`config.mk`:
```
export PLATFORM = sky130hd
export DESIGN_NAME = ser_ctrl_slave
export DESIGN_NICKNAME = d
export VERILOG_FILES = /design/src/rtl/scs_pkg.sv /design/src/rtl/scs_sync.sv /design/src/rtl/scs_shift3.sv /design/src/rtl/scs_twi.sv /design/src/rtl/scs_regs.sv /design/src/rtl/ser_ctrl_slave.sv
export SDC_FILE = /design/constraint.sdc
export NUM_CORES = 1
export LEC_CHECK = 0
export BUFFER_PORTS_ARGS = -buffer_cell sky130_fd_sc_hd__buf_2
export CAP_MARGIN = 20
export CORE_MARGIN = 4
export CORE_UTILIZATION = 54
export DETAILED_ROUTE_END_ITERATION = 6
export PLACE_DENSITY = 0.73
export SLEW_MARGIN = 25
export SYNTH_ARGS = -nofsm -noshare
export SYNTH_HDL_FRONTEND = slang
export SYNTH_SLANG_ARGS = --single-unit
```
`constraint.sdc`:
```
create_clock -name clk_i -period 1.97 [get_ports clk_i]
set_input_delay 0.394 -clock clk_i [delete_from_list [all_inputs] [get_ports clk_i]]
set_output_delay 0.394 -clock clk_i [all_outputs]
set_load 0.05 [all_outputs]
```
`src/rtl/scs_pkg.sv`:
```
package scs_pkg;
    localparam int CW_ADDR = 7;
    localparam int CW_DATA = 9;
    localparam int CW_WORD = CW_ADDR + CW_DATA;

    typedef struct packed {
        logic               valid;
        logic [CW_ADDR-1:0] addr;
        logic [CW_DATA-1:0] data;
    } ctrl_wr_t;

    typedef enum logic [2:0] {
        TW_IDLE,
        TW_RECV,
        TW_ACKSET,
        TW_ACK,
        TW_SKIP
    } tw_state_e;
endpackage

```
`src/rtl/scs_sync.sv`:
```
module scs_sync #(
    parameter int WIDTH  = 3,
    parameter int STAGES = 2
) (
    input  logic             clk_i,
    input  logic             rst_ni,
    input  logic [WIDTH-1:0] raw_i,
    output logic [WIDTH-1:0] lvl_o,
    output logic [WIDTH-1:0] rise_o,
    output logic [WIDTH-1:0] fall_o
);
    typedef struct packed {
        logic [STAGES-1:0][WIDTH-1:0] pipe;
        logic [WIDTH-1:0]             prev;
    } sync_st_t;

    sync_st_t s_d, s_q;

    always_comb begin
        s_d = s_q;
        s_d.pipe[0] = raw_i;
        for (int i = 1; i < STAGES; i++) begin
            s_d.pipe[i] = s_q.pipe[i-1];
        end
        s_d.prev = s_q.pipe[STAGES-1];
    end

    always_ff @(posedge clk_i or negedge rst_ni) begin
        if (!rst_ni) s_q <= '1;
        else         s_q <= s_d;
    end

    assign lvl_o  = s_q.pipe[STAGES-1];
    assign rise_o = lvl_o & ~s_q.prev;
    assign fall_o = ~lvl_o & s_q.prev;
endmodule

```
`src/rtl/scs_shift3.sv`:
```
module scs_shift3 import scs_pkg::*; (
    input  logic     clk_i,
    input  logic     rst_ni,
    input  logic     en_i,
    input  logic     clk_rise_i,
    input  logic     dat_i,
    input  logic     cs_rise_i,
    output ctrl_wr_t wr_o
);
    typedef struct packed {
        logic [CW_WORD-1:0] sh;
        ctrl_wr_t           wr;
    } sh3_st_t;

    sh3_st_t s_d, s_q;

    always_comb begin
        s_d = s_q;
        s_d.wr = '0;
        if (en_i) begin
            if (clk_rise_i) begin
                s_d.sh = {s_q.sh[CW_WORD-2:0], dat_i};
            end
            if (cs_rise_i) begin
                s_d.wr.valid = 1'b1;
                s_d.wr.addr  = s_q.sh[CW_WORD-1:CW_DATA];
                s_d.wr.data  = s_q.sh[CW_DATA-1:0];
            end
        end
    end

    always_ff @(posedge clk_i or negedge rst_ni) begin
        if (!rst_ni) s_q <= '0;
        else         s_q <= s_d;
    end

    assign wr_o = s_q.wr;
endmodule

```
`src/rtl/scs_twi.sv`:
```
module scs_twi import scs_pkg::*; #(
    parameter logic [6:0] DEV_ID = 7'b0011010
) (
    input  logic     clk_i,
    input  logic     rst_ni,
    input  logic     en_i,
    input  logic     scl_lvl_i,
    input  logic     scl_rise_i,
    input  logic     scl_fall_i,
    input  logic     sda_lvl_i,
    input  logic     sda_rise_i,
    input  logic     sda_fall_i,
    output ctrl_wr_t wr_o,
    output logic     pull_o
);
    typedef struct packed {
        tw_state_e  st;
        logic [2:0] bit_cnt;
        logic [1:0] byte_idx;
        logic [7:0] sh;
        logic [7:0] hi;
        logic       pull;
        ctrl_wr_t   wr;
    } tw_st_t;

    tw_st_t     s_d, s_q;
    logic [7:0] sh_n;

    always_comb begin
        s_d    = s_q;
        s_d.wr = '0;
        sh_n   = {s_q.sh[6:0], sda_lvl_i};
        if (!en_i) begin
            s_d.st   = TW_IDLE;
            s_d.pull = 1'b0;
        end else if (scl_lvl_i && sda_fall_i) begin
            s_d.st       = TW_RECV;
            s_d.bit_cnt  = '0;
            s_d.byte_idx = '0;
            s_d.pull     = 1'b0;
        end else if (scl_lvl_i && sda_rise_i) begin
            s_d.st   = TW_IDLE;
            s_d.pull = 1'b0;
        end else begin
            case (s_q.st)
                TW_RECV: begin
                    if (scl_rise_i) begin
                        s_d.sh      = sh_n;
                        s_d.bit_cnt = s_q.bit_cnt + 3'd1;
                        if (s_q.bit_cnt == 3'd7) begin
                            case (s_q.byte_idx)
                                2'd0: s_d.st = (sh_n == {DEV_ID, 1'b0}) ? TW_ACKSET : TW_SKIP;
                                2'd1: begin
                                    s_d.hi = sh_n;
                                    s_d.st = TW_ACKSET;
                                end
                                default: begin
                                    s_d.wr.valid = 1'b1;
                                    s_d.wr.addr  = s_q.hi[7:1];
                                    s_d.wr.data  = {s_q.hi[0], sh_n};
                                    s_d.st       = TW_ACKSET;
                                end
                            endcase
                        end
                    end
                end
                TW_ACKSET: begin
                    if (scl_fall_i) begin
                        s_d.pull = 1'b1;
                        s_d.st   = TW_ACK;
                    end
                end
                TW_ACK: begin
                    if (scl_fall_i) begin
                        s_d.pull = 1'b0;
                        if (s_q.byte_idx == 2'd2) begin
                            s_d.st = TW_SKIP;
                        end else begin
                            s_d.st       = TW_RECV;
                            s_d.byte_idx = s_q.byte_idx + 2'd1;
                            s_d.bit_cnt  = '0;
                        end
                    end
                end
                default: ;
            endcase
        end
    end

    always_ff @(posedge clk_i or negedge rst_ni) begin
        if (!rst_ni) begin
            s_q    <= '0;
            s_q.st <= TW_IDLE;
        end else begin
            s_q <= s_d;
        end
    end

    assign wr_o   = s_q.wr;
    assign pull_o = s_q.pull;
endmodule

```
`src/rtl/scs_regs.sv`:
```
module scs_regs import scs_pkg::*; #(
    parameter int                      NREG        = 3,
    parameter logic [NREG*CW_DATA-1:0] RST_VALS    = '0,
    parameter logic [CW_ADDR-1:0]      SRST_ADDR   = 7'd7,
    parameter int                      SRST_CYCLES = 4
) (
    input  logic                           clk_i,
    input  logic                           rst_ni,
    input  ctrl_wr_t                       wr_i,
    output logic [NREG-1:0][CW_DATA-1:0]   regs_o,
    output logic                           srst_o
);
    localparam int CNT_W = $clog2(SRST_CYCLES + 1);

    typedef struct packed {
        logic [NREG-1:0][CW_DATA-1:0] regs;
        logic [CNT_W-1:0]             cnt;
    } rf_st_t;

    rf_st_t s_d, s_q;

    always_comb begin
        s_d = s_q;
        if (wr_i.valid) begin
            if (wr_i.addr == SRST_ADDR) begin
                s_d.cnt = CNT_W'(SRST_CYCLES);
            end else begin
                s_d.cnt = '0;
                for (int i = 0; i < NREG; i++) begin
                    if (wr_i.addr == CW_ADDR'(i)) s_d.regs[i] = wr_i.data;
                end
            end
        end else if (s_q.cnt != '0) begin
            s_d.cnt = s_q.cnt - CNT_W'(1);
        end
    end

    always_ff @(posedge clk_i or negedge rst_ni) begin
        if (!rst_ni) begin
            s_q.regs <= RST_VALS;
            s_q.cnt  <= '0;
        end else begin
            s_q <= s_d;
        end
    end

    assign regs_o = s_q.regs;
    assign srst_o = (s_q.cnt != '0);
endmodule

```
`src/rtl/ser_ctrl_slave.sv`:
```
module ser_ctrl_slave import scs_pkg::*; #(
    parameter int                 SYNC_STAGES = 2,
    parameter logic [6:0]         DEV_ID      = 7'b0011010,
    parameter int                 SRST_CYCLES = 4,
    parameter logic [CW_DATA-1:0] R0_RST      = 9'h003,
    parameter logic [CW_DATA-1:0] R1_RST      = 9'h00A,
    parameter logic [CW_DATA-1:0] R2_RST      = 9'h003
) (
    input  logic               clk_i,
    input  logic               rst_ni,
    input  logic               scl_i,
    input  logic               sda_i,
    input  logic               csb_i,
    output logic               sda_pull_o,
    output logic [CW_DATA-1:0] ctl0_o,
    output logic [CW_DATA-1:0] ctl1_o,
    output logic [CW_DATA-1:0] ctl2_o,
    output logic               soft_rst_o
);
    localparam int NREG = 3;

    typedef struct packed {
        logic done;
        logic three_wire;
    } strap_t;

    strap_t strap_d, strap_q;

    always_comb begin
        strap_d = strap_q;
        if (!strap_q.done) begin
            strap_d.done       = 1'b1;
            strap_d.three_wire = csb_i;
        end
    end

    always_ff @(posedge clk_i or negedge rst_ni) begin
        if (!rst_ni) begin
            strap_q.done       <= 1'b0;
            strap_q.three_wire <= 1'b1;
        end else begin
            strap_q <= strap_d;
        end
    end

    logic mode_3w, mode_2w;
    assign mode_3w = strap_q.done & strap_q.three_wire;
    assign mode_2w = strap_q.done & ~strap_q.three_wire;

    logic [2:0] pin_lvl, pin_rise, pin_fall;

    scs_sync #(.WIDTH(3), .STAGES(SYNC_STAGES)) u_sync (
        .clk_i  (clk_i),
        .rst_ni (rst_ni),
        .raw_i  ({csb_i, sda_i, scl_i}),
        .lvl_o  (pin_lvl),
        .rise_o (pin_rise),
        .fall_o (pin_fall)
    );

    logic unused_sync;
    assign unused_sync = ^{pin_lvl[2], pin_fall[2]};

    ctrl_wr_t wr3, wr2, wr_sel;
    logic     pull2;

    scs_shift3 u_shift3 (
        .clk_i      (clk_i),
        .rst_ni     (rst_ni),
        .en_i       (mode_3w),
        .clk_rise_i (pin_rise[0]),
        .dat_i      (pin_lvl[1]),
        .cs_rise_i  (pin_rise[2]),
        .wr_o       (wr3)
    );

    scs_twi #(.DEV_ID(DEV_ID)) u_twi (
        .clk_i      (clk_i),
        .rst_ni     (rst_ni),
        .en_i       (mode_2w),
        .scl_lvl_i  (pin_lvl[0]),
        .scl_rise_i (pin_rise[0]),
        .scl_fall_i (pin_fall[0]),
        .sda_lvl_i  (pin_lvl[1]),
        .sda_rise_i (pin_rise[1]),
        .sda_fall_i (pin_fall[1]),
        .wr_o       (wr2),
        .pull_o     (pull2)
    );

    assign wr_sel     = mode_3w ? wr3 : wr2;
    assign sda_pull_o = pull2;

    logic [NREG-1:0][CW_DATA-1:0] regs;

    scs_regs #(
        .NREG        (NREG),
        .RST_VALS    ({R2_RST, R1_RST, R0_RST}),
        .SRST_ADDR   (7'd7),
        .SRST_CYCLES (SRST_CYCLES)
    ) u_regs (
        .clk_i  (clk_i),
        .rst_ni (rst_ni),
        .wr_i   (wr_sel),
        .regs_o (regs),
        .srst_o (soft_rst_o)
    );

    assign ctl0_o = regs[0];
    assign ctl1_o = regs[1];
    assign ctl2_o = regs[2];
endmodule

```
### After elaboration in Yosys (flattened, before gate mapping)

Index checks and enable logic that the tools add are counted.

| word-level totals | value |
|---|---|
| flip-flop bits (word level) | 116 |
| input bits | 5 |
| output and inout bits | 29 |
| word-level logic and storage cells | 114 |

| cells by class | value |
|---|---|
| add/subtract/negate cells | 3 |
| equality and inequality tests | 21 |
| muxes and demuxes | 38 |
| bitwise gates (word level) | 10 |
| reductions and logical operators | 20 |

Operator list:

| kind | number |
|---|---|
| $mux 17 | 10 |
| $mux 16 | 2 |
| $mux 8 | 4 |
| $mux 3 | 10 |
| $ne 5x5->1 const B | 5 |
| $mux 21 | 1 |
| $reduce_and 5->1 | 3 |
| $reduce_and 3->1 | 4 |
| $ne 3x2->1 const B | 3 |
| $pmux 3 s3 | 1 |
| $eq 8x6->1 const B | 1 |
| $eq 7x1->1 const B | 1 |
| $eq 7x2->1 const B | 1 |
| $eq 7x3->1 const B | 1 |
| $logic_not 7->1 | 1 |
| $reduce_and 7->1 | 1 |
| $eq 3x2->1 const B | 2 |
| $mux 6 | 1 |
| $ne 6x6->1 const B | 1 |
| $pmux 3 s2 | 1 |
| $reduce_and 6->1 | 1 |
| $reduce_bool 2->1 | 3 |
| $reduce_bool 3->1 | 2 |
| $mux 1 | 5 |
| other kinds (21) | 27 |

### Depth between registers and ports, before layout

Gate-level depths: netlist of the first run.

| logic depth | value |
|---|---|
| depth after elaboration | 9 |
| mapped depth | 7 |
| mapped depth without buffers | 6 |

### Modules after synthesis

A second synthesis of the first run with hierarchy kept.

| second synthesis, totals | value |
|---|---|
| cells, all modules | 382 |
| area, all modules | 5247.5 um^2 |

Modules (own cells, without submodules):

| module | instances | cells an instance | area each (um^2) | seq. area each (um^2) |
|---|---|---|---|---|
| scs_twi | 1 | 147 | 1884.3 | 1026.0 |
| scs_regs | 1 | 104 | 1426.4 | 758.2 |
| scs_shift3 | 1 | 87 | 1307.5 | 825.8 |
| ser_ctrl_slave | 1 | 26 | 317.8 | 51.3 |
| scs_sync | 1 | 18 | 311.5 | 236.5 |

### Worst setup path before layout of the first run

OpenSTA, ideal clock, no wires.

| timing path | value |
|---|---|
| path kind | flip-flop to flip-flop |
| start point | register u_sync.s_q (netlist bit u_sync.lvl_o[0]) |
| end point | register u_twi.s_q[18] (netlist bit) |
| setup time | 128 ps |
| arrival | 2029 ps |
| data required time | 1842 ps |
| slack | -187 ps |
| cell stages (with the launch flop) | 7 |
| buffers on the path | 2 |
| period minus slack after synthesis | 2157 ps |
| cells stage by stage | dfstp_2 > or3b_1 > buf_2 > a2111oi_4 > and3_1 > buf_4 > mux2_1 |

| between the ends | value |
|---|---|
| word-level cells in the longest chain between the ends | 3 |
| elaborated cells on any way between the ends | 6 |
| those cells by class | bitwise (3); reduce/logical (3) |

RTL lines:

| what | line | text |
|---|---|---|
| start: declaration | scs_sync.sv:17 | `sync_st_t s_d, s_q;` |
| start signal: assignment | scs_sync.sv:29 | `if (!rst_ni) s_q <= '1;` |
| start signal: assignment | scs_sync.sv:30 | `else s_q <= s_d;` |
| $logic_and 1x1->1, on equally long branches | scs_twi.sv:36, scs_twi.sv:41 |  |
| $not 1->1 (no source line) | -- |  |
| $reduce_and 7->1 (no source line) (*) | -- |  |
| end: declaration | scs_twi.sv:26 | `tw_st_t s_d, s_q;` |

Every way passes the cells marked *; elsewhere a longest branch is shown, timed or not.
A chain may end at the register's enable or synchronous reset.

### Worst setup path in the final report of the first run

| timing path | value |
|---|---|
| start point | register strap_q[0] (netlist bit) |
| end point | register u_regs.regs_o[21] (netlist name) |

| between the ends | value |
|---|---|
| word-level cells in the longest chain between the ends | 5 |
| elaborated cells on any way between the ends | 6 |
| those cells by class | eq/ne (2); mux (1); bitwise (2); reduce/logical (1) |

RTL lines:

| what | line | text |
|---|---|---|
| start: declaration | ser_ctrl_slave.sv:27 | `strap_t strap_d, strap_q;` |
| start signal: assignment | ser_ctrl_slave.sv:42 | `strap_q <= strap_d;` |
| $and 1x1->1 (*) | ser_ctrl_slave.sv:47 | `assign mode_3w = strap_q.done & strap_q.three_wire;` |
| $mux 17 (*) | ser_ctrl_slave.sv:91 | `assign wr_sel = mode_3w ? wr3 : wr2;` |
| $eq 7x3->1 | scs_regs.sv:25 | `if (wr_i.addr == SRST_ADDR) begin` |
| $not 1->1 (no source line) | -- |  |
| $reduce_and 3->1 (no source line) | -- |  |

Marks and branches as above.

==> metrics, run 1 <==
H-tree depth 4; PwrDens 964.6 nW/µm²; Tot GR Track Use 0.1827; number of cells on the worst hold path 0; WS Path Type reg2reg; total power 5.927 mW; RSZ-0062 raised after global routing yes; die height 103.5 µm; grt ovf 0; CTS clk-pin slew, worst paths 60 ps; hold_ws 350.4 ps; cell area after synthesis 4930 µm²; status complete, but fails checks; final cell count without fillers 530; largest net degree at the start of global routing 55; critical path's most frequent cell buf_6; skew final 8.938 ps; Final Hold Viols 0; Hold EP u_sync.lvl_o[2]; crit share post-route 1.051; DP Area 5281 µm²; Worst R2R End u_regs.regs_o[21]; post-DP HPWL 5839 µm; area leader, netlist dfrtp_1; critical path, cell by cell buf_6, and4b_1, a31oi_4, buf_6, nor4_4, buf_4, buf_12, mux2_2; Slowest cell on crit path dfstp_2; Unique masters post-synth 54; top cells by count, synth dfrtp_1, mux2_2, and2_1; Worst Path Arrival 2460 ps; PnR worst setup slack -100.4 ps; Crit path largest cell delay 570 ps; Post-synth ARST share 1.000; failing checks negative setup slack; Port Buffers 33; FMAX 483.0 MHz; drt total wl 9315 µm; fillers 575; Final Max Tran Viols 0; net count after synthesis 369; synth warn 0; hold path start u_sync.s_d[8]; Rows 34; synth top area cells dfrtp_1, mux2_2, dfstp_2; vias in the first global route 2965; ANT nets after route 0; root buffer cell clkbuf_8; ys flop type dfrtp_1; Clock Path Buffers 2; number of antenna violations at the first check in global routing 0; Skew-Pair Late Insertion Delay 510 ps; Worst IR Drop VDD 0.0006129 V; IO Count 34; sequential area share after synthesis 0.5878; placed cells 490; n_diodes 0; Pleak 3.035 nW; CP startpoint kind flop; clk sinks 115; Tightest Hold Check Type reg2reg; total core area 8806 µm²; total CTS buffers 17; post-synth top area share 0.5025; routed vias 2853; Remaining DRCs 0; first-pass GRT wire length 15470 µm; final setup violation count 32; Routability Congestion 0.8869; DR iter-0 viols 118; max-capacitance violation count 0; endpoint class of the critical path flop; post-synthesis cell count 357; number of flops mapped to enable cells by yosys 0; Mapped Avg Cell Area 13.81 µm²; RR Startpoint strap_q[0]; Die W 103.5 µm; initial core utilization 0.5598; #FFs+latches synth 115; number of vias per cell 5.383; post-route cell area 6145 µm²; Area Overhead vs Synth 24.64%; fin crit period 2070 ps; Max FO, Critical Path 5; WP data required 2360 ps; Layout Nets 421; drt first pass iters 4; share of cells above drive strength 1 0.4787; Worst R2R Path Depth 8; DR WL/cell 17.58 µm; most common cell in the netlist dfrtp_1; die area 10720 µm²; r2r setup slk -100 ps; TritonCTS clock tree built
final cells by class:
class | count | area [µm²] | share of cell area
clock inverters | 15 | 220.2 | 0.03584
inverters | 10 | 37.54 | 0.006109
repair buffers | 72 | 563.0 | 0.09163
well taps | 108 | 135.1 | 0.02199
flip-flops and latches | 115 | 2898 | 0.4716
clock buffers | 17 | 414.1 | 0.06740
multi-input cells | 193 | 1877 | 0.3054
worst max path at each step:
stage | from | to | slack (ps) | cells past startpoint
after floorplan | strap_q[0] | u_regs.regs_o[2] | -80 | 6
after global placement | u_twi.wr_o[12] | u_regs.regs_o[7] | -270 | 5
after detailed placement | u_twi.wr_o[12] | u_regs.regs_o[25] | -320 | 7
after CTS | strap_q[0] | u_regs.regs_o[22] | -80 | 6
after global routing | strap_q[0] | u_regs.regs_o[21] | -210 | 8
final | strap_q[0] | u_regs.regs_o[21] | -100 | 8
critical path: cells and delay by family, from the launching register on:
kind,cells,cell delay (ps)
muxes,1,320
AOI/OAI and AO/OA,1,60
and+or+nand+nor,2,430
buffers and inverters,4,570
DFF,1,570
stage by stage:
step / setup WS [ps] / util / TNS [ps]
global route: -210.1 / 0.6978 / -4245
detailed placement: -322.2 / 0.5997 / -7378
finish: -100.4 / 0.6978 / -1569
CTS: -76.47 / 0.6834 / -1061
global placement: -266.7 / 0.5997 / -6111
floorplan: -75.26 / - / -1133
per-layer routing:
layer / vias up / GRT usage / wire length (µm)
met5: - / 0 / 0
met1: 1437 / 0.2362 / 4148
met2: 73 / 0.2921 / 4603
met3: 14 / 0.04913 / 400
met4: 0 / 0.07977 / 163
li1: 1329 / - / -
cell usage in the layout, fill, tap and decap left out, types with 6 or more instances in the layout:
cell type / instances
buf_6: 6
mux2_2: 44
buf_2: 31
mux2_4: 25
buf_4: 26
inv_1: 10
and2_1: 32
nor2_1: 9
dfstp_2: 16
dfrtp_1: 99
ha_1: 6
clkbuf_16: 17
power breakdown:
| part | internal (mW) | switching, mW | leakage, nW |
|---|---|---|---|
| clock | 2.09 | 1.15 | 0.308 |
| sequential | 2.43 | 0.0386 | 1.54 |
| combinational | 0.0949 | 0.118 | 1.19 |
logic make-up (layout without fill, tap and decap cells):
family / Yosys count / in the layout / synth area share
buffers and inverters: 50 / 114 / 0.06244
muxes: 75 / 75 / 0.1779
DFF: 115 / 115 / 0.5878
adders and majority gates: 7 / 7 / 0.01777
and+or+nand+nor: 77 / 78 / 0.1010
other: 1 / 1 / 0.0007607
xor gates and xnor gates: 3 / 3 / 0.005331
AOI/OAI and AO/OA: 29 / 29 / 0.04696
repair_timing:
| item | CTS | global route |
|---|---|---|
| pin swaps | 5 | 5 |
| setup endpoints to repair | 37 | 38 |
| hold buffers | 4 | 0 |
| setup buffers | 0 | 2 |
| resized for setup | 12 | 19 |
| endpoints found under the hold margin | 26 | 0 |
| cloned | 1 | 1 |
registers in the layout (all words and copies together) (netlist names):
| signal | count |
|---|---|
| u_twi.wr_o | 17 |
| u_regs.s_q | 3 |
| u_twi.pull_o | 1 |
| u_shift3.s_q | 16 |
| strap_q | 2 |
| u_twi.s_q | 23 |
| u_sync.s_d | 3 |
| u_sync.lvl_o | 3 |
| u_regs.regs_o | 27 |
| u_shift3.wr_o | 17 |
| u_sync.s_q | 3 |
(Power assumes the default switching activity.)
==> run 2, diff against run 1 <==
--- a/config.mk
+++ b/config.mk
@@ -5,12 +5,14 @@
 export SDC_FILE = /design/constraint.sdc
 export NUM_CORES = 1
 export LEC_CHECK = 0
+export ABC_CLOCK_PERIOD_IN_PS = 1970
 export BUFFER_PORTS_ARGS = -buffer_cell sky130_fd_sc_hd__buf_2
 export CAP_MARGIN = 20
 export CORE_MARGIN = 4
 export CORE_UTILIZATION = 54
 export DETAILED_ROUTE_END_ITERATION = 6
 export PLACE_DENSITY = 0.73
+export RECOVER_POWER = 100
 export SLEW_MARGIN = 25
 export SYNTH_ARGS = -nofsm -noshare
 export SYNTH_HDL_FRONTEND = slang
==> run 2 against run 1 <==
Effect of this change:
- the run still ends with negative setup slack left
- clock skew about the same
- highest routed layer unchanged
- cell count stayed put
- total power is 0.16% lower
- setup slack about the same
- clock power about the same
==> metrics, run 2 (same netlist as run 1, synthesis figures left out) <==
status complete, but fails checks; failing checks negative setup slack; die area 10720 µm² (unchanged); clk sinks 115 (unchanged); Remaining DRCs 0 (unchanged); Clock Power Share 0.549 (about the same); Layout Nets 421 (unchanged); DP Area 5281 µm² (unchanged); endpoint class of the critical path flop; largest net degree at the start of global routing 55 (unchanged); WP data required 2360 ps (about the same); TritonCTS clock tree built; critical path, cell by cell buf_6, and4b_1, a31oi_4, buf_6, nor4_4, buf_4, buf_12, mux2_2; total power 5.918 mW (-0.16%); P_sw 1.310 mW (-0.11%); Die W 103.5 µm (unchanged); Flop pwr share 0.417 (about the same); hold_ws 350.6 ps (+0.2120 ps); drt first pass iters 4 (unchanged); Skew-Pair Late Insertion Delay 510 ps (about the same); Slowest cell on crit path dfstp_2; fillers 582 (+1.2%); Routability Congestion 0.8869 (unchanged); post-DP HPWL 5839 µm (unchanged); met3 wire length 371 µm (-7.2%); number of cells on the worst hold path 0 (unchanged); fin crit period 2071 ps (+0.2680 ps); FMAX 482.9 MHz (about the same); Pleak 3.018 nW (-0.56%); CTS clk-pin slew, worst paths 60 ps (about the same); pre-CTS setup slack -322.2 ps (unchanged); first-pass GRT wire length 15470 µm (unchanged); Worst IR Drop VDD 0.0006098 V (-0.50%); routed vias 2854 (+0.035%); skew final 9.155 ps (+0.2165 ps); number of flip-flops in the largest register 27 (unchanged); Critical path origin strap_q[0]; H-tree depth 4 (unchanged); storage element area 2898 µm² (unchanged); ANT nets after route 0 (unchanged); Slew @ Worst Pin 746.4 ps; Worst Path Arrival 2460 ps (about the same); most frequent cells in the layout dfrtp_1, mux2_2, and2_1; n_diodes 0 (unchanged); share of cells above drive strength 1 0.4739 (-0.004739); Crit path largest cell delay 570 ps (about the same); number of antenna violations at the first check in global routing 0 (unchanged); total core area 8806 µm² (unchanged); die height 103.5 µm (unchanged); most common cell after layout, fill and taps aside dfrtp_1; Final Hold Viols 0 (unchanged); Final Max Tran Viols 0 (unchanged); Max FO, Critical Path 5 (unchanged); initial core utilization 0.5598 (unchanged); root buffer cell clkbuf_8; r2r setup slk -100 ps (about the same); grt ovf 0 (unchanged); crit share post-route 1.051 (about the same); combinational share of power 0.034 (-0.002); Worst R2R End u_regs.regs_o[21]; Worst R2R Path Depth 8 (unchanged); Area Overhead vs Synth 23.93%; Rows 34 (unchanged); Tightest Hold Check Type reg2reg; Final Util 0.6938 (-0.003978); Clock Path Buffers 2 (unchanged); Rel. slew slack 0.5024; routed wl met2 4628 µm (+0.54%); vias in the first global route 2965 (unchanged); RSZ-0062 raised after global routing yes; PnR worst setup slack -100.7 ps (-0.2680 ps); total CTS buffers 17 (unchanged); max-capacitance violation count 0 (unchanged); Worst setup endpoint u_regs.regs_o[21]; area of the multi-input gates 1877 µm² (unchanged); RR Startpoint strap_q[0]; M1 wire length 4211 µm (+1.5%); number of vias per cell 5.385 (about the same); Port Buffers 33 (unchanged); top sig layer met4; IO Count 34 (unchanged); Tot GR Track Use 0.1827 (unchanged); post-route cell area 6110 µm² (-0.57%); drt total wl 9362 µm (+0.50%); DR WL/cell 17.66 µm (+0.50%); PwrDens 968.6 nW/µm² (+0.42%); Sw Share 0.2214 (about the same); DR iter-0 viols 127 (+7.6%); final setup violation count 33 (+3.1%); critical path's most frequent cell buf_6; CP startpoint kind flop; Pint 4.608 mW (-0.17%); WS Path Type reg2reg
## run 2: changes by cell type in the layout (fill, tap and decap cells not counted), sizes merged
cell,delta
clkbuf,+5
buf,-5
## run 2: routing by layer
layer | GRT usage | vias to the layer above
li1 | - | 1327
met1 | 0.2362 | 1449
met2 | 0.2921 | 65
met3 | 0.04913 | 13
met4 | 0.07977 | 0
met5 | 0 | -
## run 2: how the worst min path moves through the flow
stage | from | to | slack (ps)
detailed placement | rst_ni | u_regs.regs_o[9] | 350
CTS | rst_ni | u_regs.regs_o[9] | 350
floorplan | rst_ni | strap_q[1] | 100
finish | u_sync.s_d[8] | u_sync.lvl_o[2] | 350
global placement | rst_ni | u_regs.regs_o[9] | 350
global route | u_sync.s_d[8] | u_sync.lvl_o[2] | 350
## run 2: cell type report
class                      instances  area share
multi-input combinational        193      0.3072
clock inverter                    15     0.03604
timing repair buffer              72     0.08642
tap                              108     0.02212
inverter                          10    0.006144
sequential                       115      0.4743
clock buffer                      17     0.06779
## run 2: timing repair
action | CTS | global route
endpoints found under the hold margin | 26 | 0
pin swaps | 5 | 5
hold buffers | 4 | 0
setup buffers | 0 | 2
cloned | 1 | 1
resized for setup | 12 | 19
setup endpoints to repair | 37 | 38
## run 2: critical path: cells and delay by family (launching register included)
kind	cells	cell delay [ps]
mux	1	320
buf+inv	4	570
compound gates	1	60
flops	1	570
simple gates	2	430
## run 2: metrics by stage
step	instances	setup TNS, ps
4_1_cts	527	-1061
5_1_grt	530	-7106
6_report	530	-1608
2_1_floorplan	357	-1133
3_5_place_dp	490	-7378
3_3_place_gp	490	-6111
## run 2: power by group through the flow
stage / sequential [mW] / combinational, mW / clock [mW]
3_3_place_gp: 2.50 / 0.191 / 0
5_1_grt: 2.48 / 0.225 / 3.43
6_report: 2.47 / 0.204 / 3.25
3_5_place_dp: 2.50 / 0.196 / 0
2_1_floorplan: 2.49 / 0.100 / 0
4_1_cts: 2.47 / 0.211 / 3.30
==> run 3, diff against run 2 <==
--- a/config.mk
+++ b/config.mk
@@ -5,6 +5,7 @@
 export SDC_FILE = /design/constraint.sdc
 export NUM_CORES = 1
 export LEC_CHECK = 0
+export ABC_AREA = 1
 export ABC_CLOCK_PERIOD_IN_PS = 1970
 export BUFFER_PORTS_ARGS = -buffer_cell sky130_fd_sc_hd__buf_2
 export CAP_MARGIN = 20
==> run 3 against run 2 <==
Effect of this change:
- the flow now finishes without violations
- combinational power grew to 2.6 times the previous value
- worst hold slack gained 5.3 ps
- global-route usage is 1.1 points higher
- area after synthesis grew 4.2%
- critical path depth decreased by 2
==> metrics, run 3 <==
initial core utilization 0.5559 (-0.003962); drt first pass iters 5 (+1); number of flops mapped to enable cells by yosys 0 (unchanged); Area Overhead vs Synth 13.06%; Port Buffers 33 (unchanged); RSZ-0062 raised after global routing no; status complete, no violations; max-capacitance violation count 0 (unchanged); TritonCTS clock tree built; number of flip-flops in the largest register 27 (unchanged); crit share post-route 0.9526 (-0.09847); IO Count 34 (unchanged); Layout Nets 588 (+40%); most common cell in the netlist nand2_1; DR WL/cell 13.77 µm (-22%); Tot GR Track Use 0.1940 (+0.01125); CP startpoint kind flop; root buffer cell clkbuf_8; Post-synth ARST share 1.000 (unchanged); Clock Path Buffers 2 (unchanged); Pleak 2.876 nW (-4.7%); area leader, netlist dfrtp_1; fin crit period 1877 ps (-194.0 ps); sequential area share after synthesis 0.5642 (-0.02363); #FFs+latches synth 115 (unchanged); total power 6.240 mW (+5.4%); post-synthesis cell count 551 (+54%); Clock Power Share 0.507 (-0.042); PwrDens 1075 nW/µm² (+11%); H-tree depth 4 (unchanged); WP data required 1580 ps (-780 ps); ys flop type dfrtp_1; final setup violation count 0 (-100%); Slew @ Worst Pin 801.1 ps (+54.71 ps); Max FO, Critical Path 3 (-2); Pint 4.791 mW (+4.0%); number of vias per cell 4.974 (-7.6%); clk sinks 115 (unchanged); n_diodes 0 (unchanged); die height 105.5 µm (+1.9%); WS Path Type reg2out; post-synth top area share 0.4823 (-0.02020); Sw Share 0.2322 (+0.01083); P_sw 1.449 mW (+11%); Flop pwr share 0.407 (-0.010); PnR worst setup slack 93.30 ps (+194.0 ps); Tightest Hold Check Type reg2reg; net count after synthesis 563 (+53%); cell area after synthesis 5136 µm² (+4.2%); Die W 105.5 µm (+1.9%); top cells by count, synth nand2_1, dfrtp_1, inv_1; Mapped Avg Cell Area 9.322 µm² (-32%); most frequent cells in the layout nand2_1, dfrtp_1, inv_1; FMAX 532.9 MHz (+10%); Unique masters post-synth 34 (-37%); share of cells above drive strength 1 0.1548 (-0.3192); total CTS buffers 17 (unchanged); synth warn 0 (unchanged); Routability Congestion 0.7923 (-11%); DR iter-0 viols 201 (+58%); die area 11140 µm² (+3.9%); CTS clk-pin slew, worst paths 60 ps (about the same); total core area 9240 µm² (+4.9%); first-pass GRT wire length 17040 µm (+10%); endpoint class of the critical path output port; synth top area cells dfrtp_1, nand2_1, dfstp_2; combinational share of power 0.086 (+0.052); Rows 35 (+2.9%); Skew-Pair Late Insertion Delay 510 ps (about the same); vias in the first global route 3579 (+21%); Worst IR Drop VDD 0.0006611 V (+8.4%); number of antenna violations at the first check in global routing 0 (unchanged); Final Hold Viols 0 (unchanged); pre-CTS setup slack 88.70 ps (+410.9 ps); most common cell after layout, fill and taps aside nand2_1; skew final 6.796 ps (-2.359 ps); ANT nets after route 0 (unchanged); drt total wl 9870 µm (+5.4%); grt ovf 0 (unchanged); Rel. slew slack 0.4660 (-0.03647); largest net degree at the start of global routing 59 (+7.3%); post-DP HPWL 6730 µm (+15%); routed vias 3566 (+25%); Final Max Tran Viols 0 (unchanged); Setup TNS Final 0 ps (+1608 ps); Remaining DRCs 0 (unchanged); Worst Path Arrival 1480 ps (-980 ps)
## run 3: cell count changes after synthesis, moves of 14 or more
cell     previous run  this run
and2_1             32         1
inv_1              10        53
mux2_2             51         0
nand2_1             5       170
nand3_1             3        32
nand4_1             0        14
nor2_1              9        39
o21ai_0             3        22
o21ai_2             0        15
## run 3: layout make-up
type                            instances  area, µm²
Clock inverter                         10      155.1
Multi-Input combinational cell        340       1678
Sequential cell                       115       2898
Timing Repair Buffer                   47      245.2
Inverter                               55      210.2
Tap cell                              129      161.4
Fill cell                             774       3433
Clock buffer                           21      459.2
## run 3: per-stage QoR
| stage | cell area [µm²] | utilization | std cells | hold WS, ps |
|---|---|---|---|---|
| 5_1_grt | 5807 | 0.6284 | 717 | 360.7 |
| 2_1_floorplan | 5136 | - | 551 | 98.41 |
| 4_1_cts | 5908 | 0.6394 | 715 | 356.2 |
| 6_report | 5807 | 0.6284 | 717 | 355.9 |
| 3_5_place_dp | 5240 | 0.5671 | 680 | 348.8 |
| 3_3_place_gp | 5240 | 0.5671 | 680 | 345.7 |
## run 3: final timing paths
path | from | depth (start not counted) | to | slack, ps
setup / recovery | u_regs.s_q[1] | 6 | soft_rst_o | 90
hold / removal | u_sync.s_d[8] | 0 | u_sync.lvl_o[2] | 360
setup reg to reg | strap_q[0] | 9 | u_regs.regs_o[23] | 160
hold reg to reg | u_sync.s_d[8] | 0 | u_sync.lvl_o[2] | 360
max in group asynchronous | rst_ni | 3 | u_twi.pull_o | 280
min in group asynchronous | rst_ni | 2 | u_shift3.s_q[32] | 500
## run 3: kinds of logic after synthesis
kind of cell,share of synthesized area
AND/OR/NAND/NOR,0.2655
flip-flops,0.5642
buffers and inverters,0.09890
AO/OA/AOI/OAI,0.05189
adder cells (fa/ha/maj),0.01705
XOR/XNOR,0.001706
other,0.0007301
## run 3: what timing repair did
| item | in CTS | in global routing |
|---|---|---|
| endpoints found under the setup margin | 1 | 10 |
| hold endpoints to repair | 29 | 0 |
| setup buffers | 0 | 2 |
| hold buffers | 4 | 0 |
| gates resized for setup | 4 | 2 |
| pin swaps | 0 | 1 |
## run 3: power by group through the flow
stage / clock network (mW) / registers (mW) / logic (mW)
2_1_floorplan: 0 / 2.55 / 0.366
3_3_place_gp: 0 / 2.56 / 0.472
3_5_place_dp: 0 / 2.57 / 0.498
4_1_cts: 3.20 / 2.54 / 0.532
5_1_grt: 3.32 / 2.55 / 0.620
6_report: 3.17 / 2.54 / 0.536
## run 3: per-layer routing
metal | GRT usage | wire, µm | vias up
li1 | - | - | 1758
met1 | 0.2430 | 4316 | 1704
met2 | 0.3188 | 4901 | 84
met3 | 0.06124 | 462 | 20
met4 | 0.06753 | 190 | 0
met5 | 0 | 0 | -
## run 3: critical path, stage by stage (launching register included)
cell and delay [ps]:
dfrtp_1 380, inv_1 80, ha_1 140, inv_1 60, nor2_4 110, inv_2 60
buf_6 150
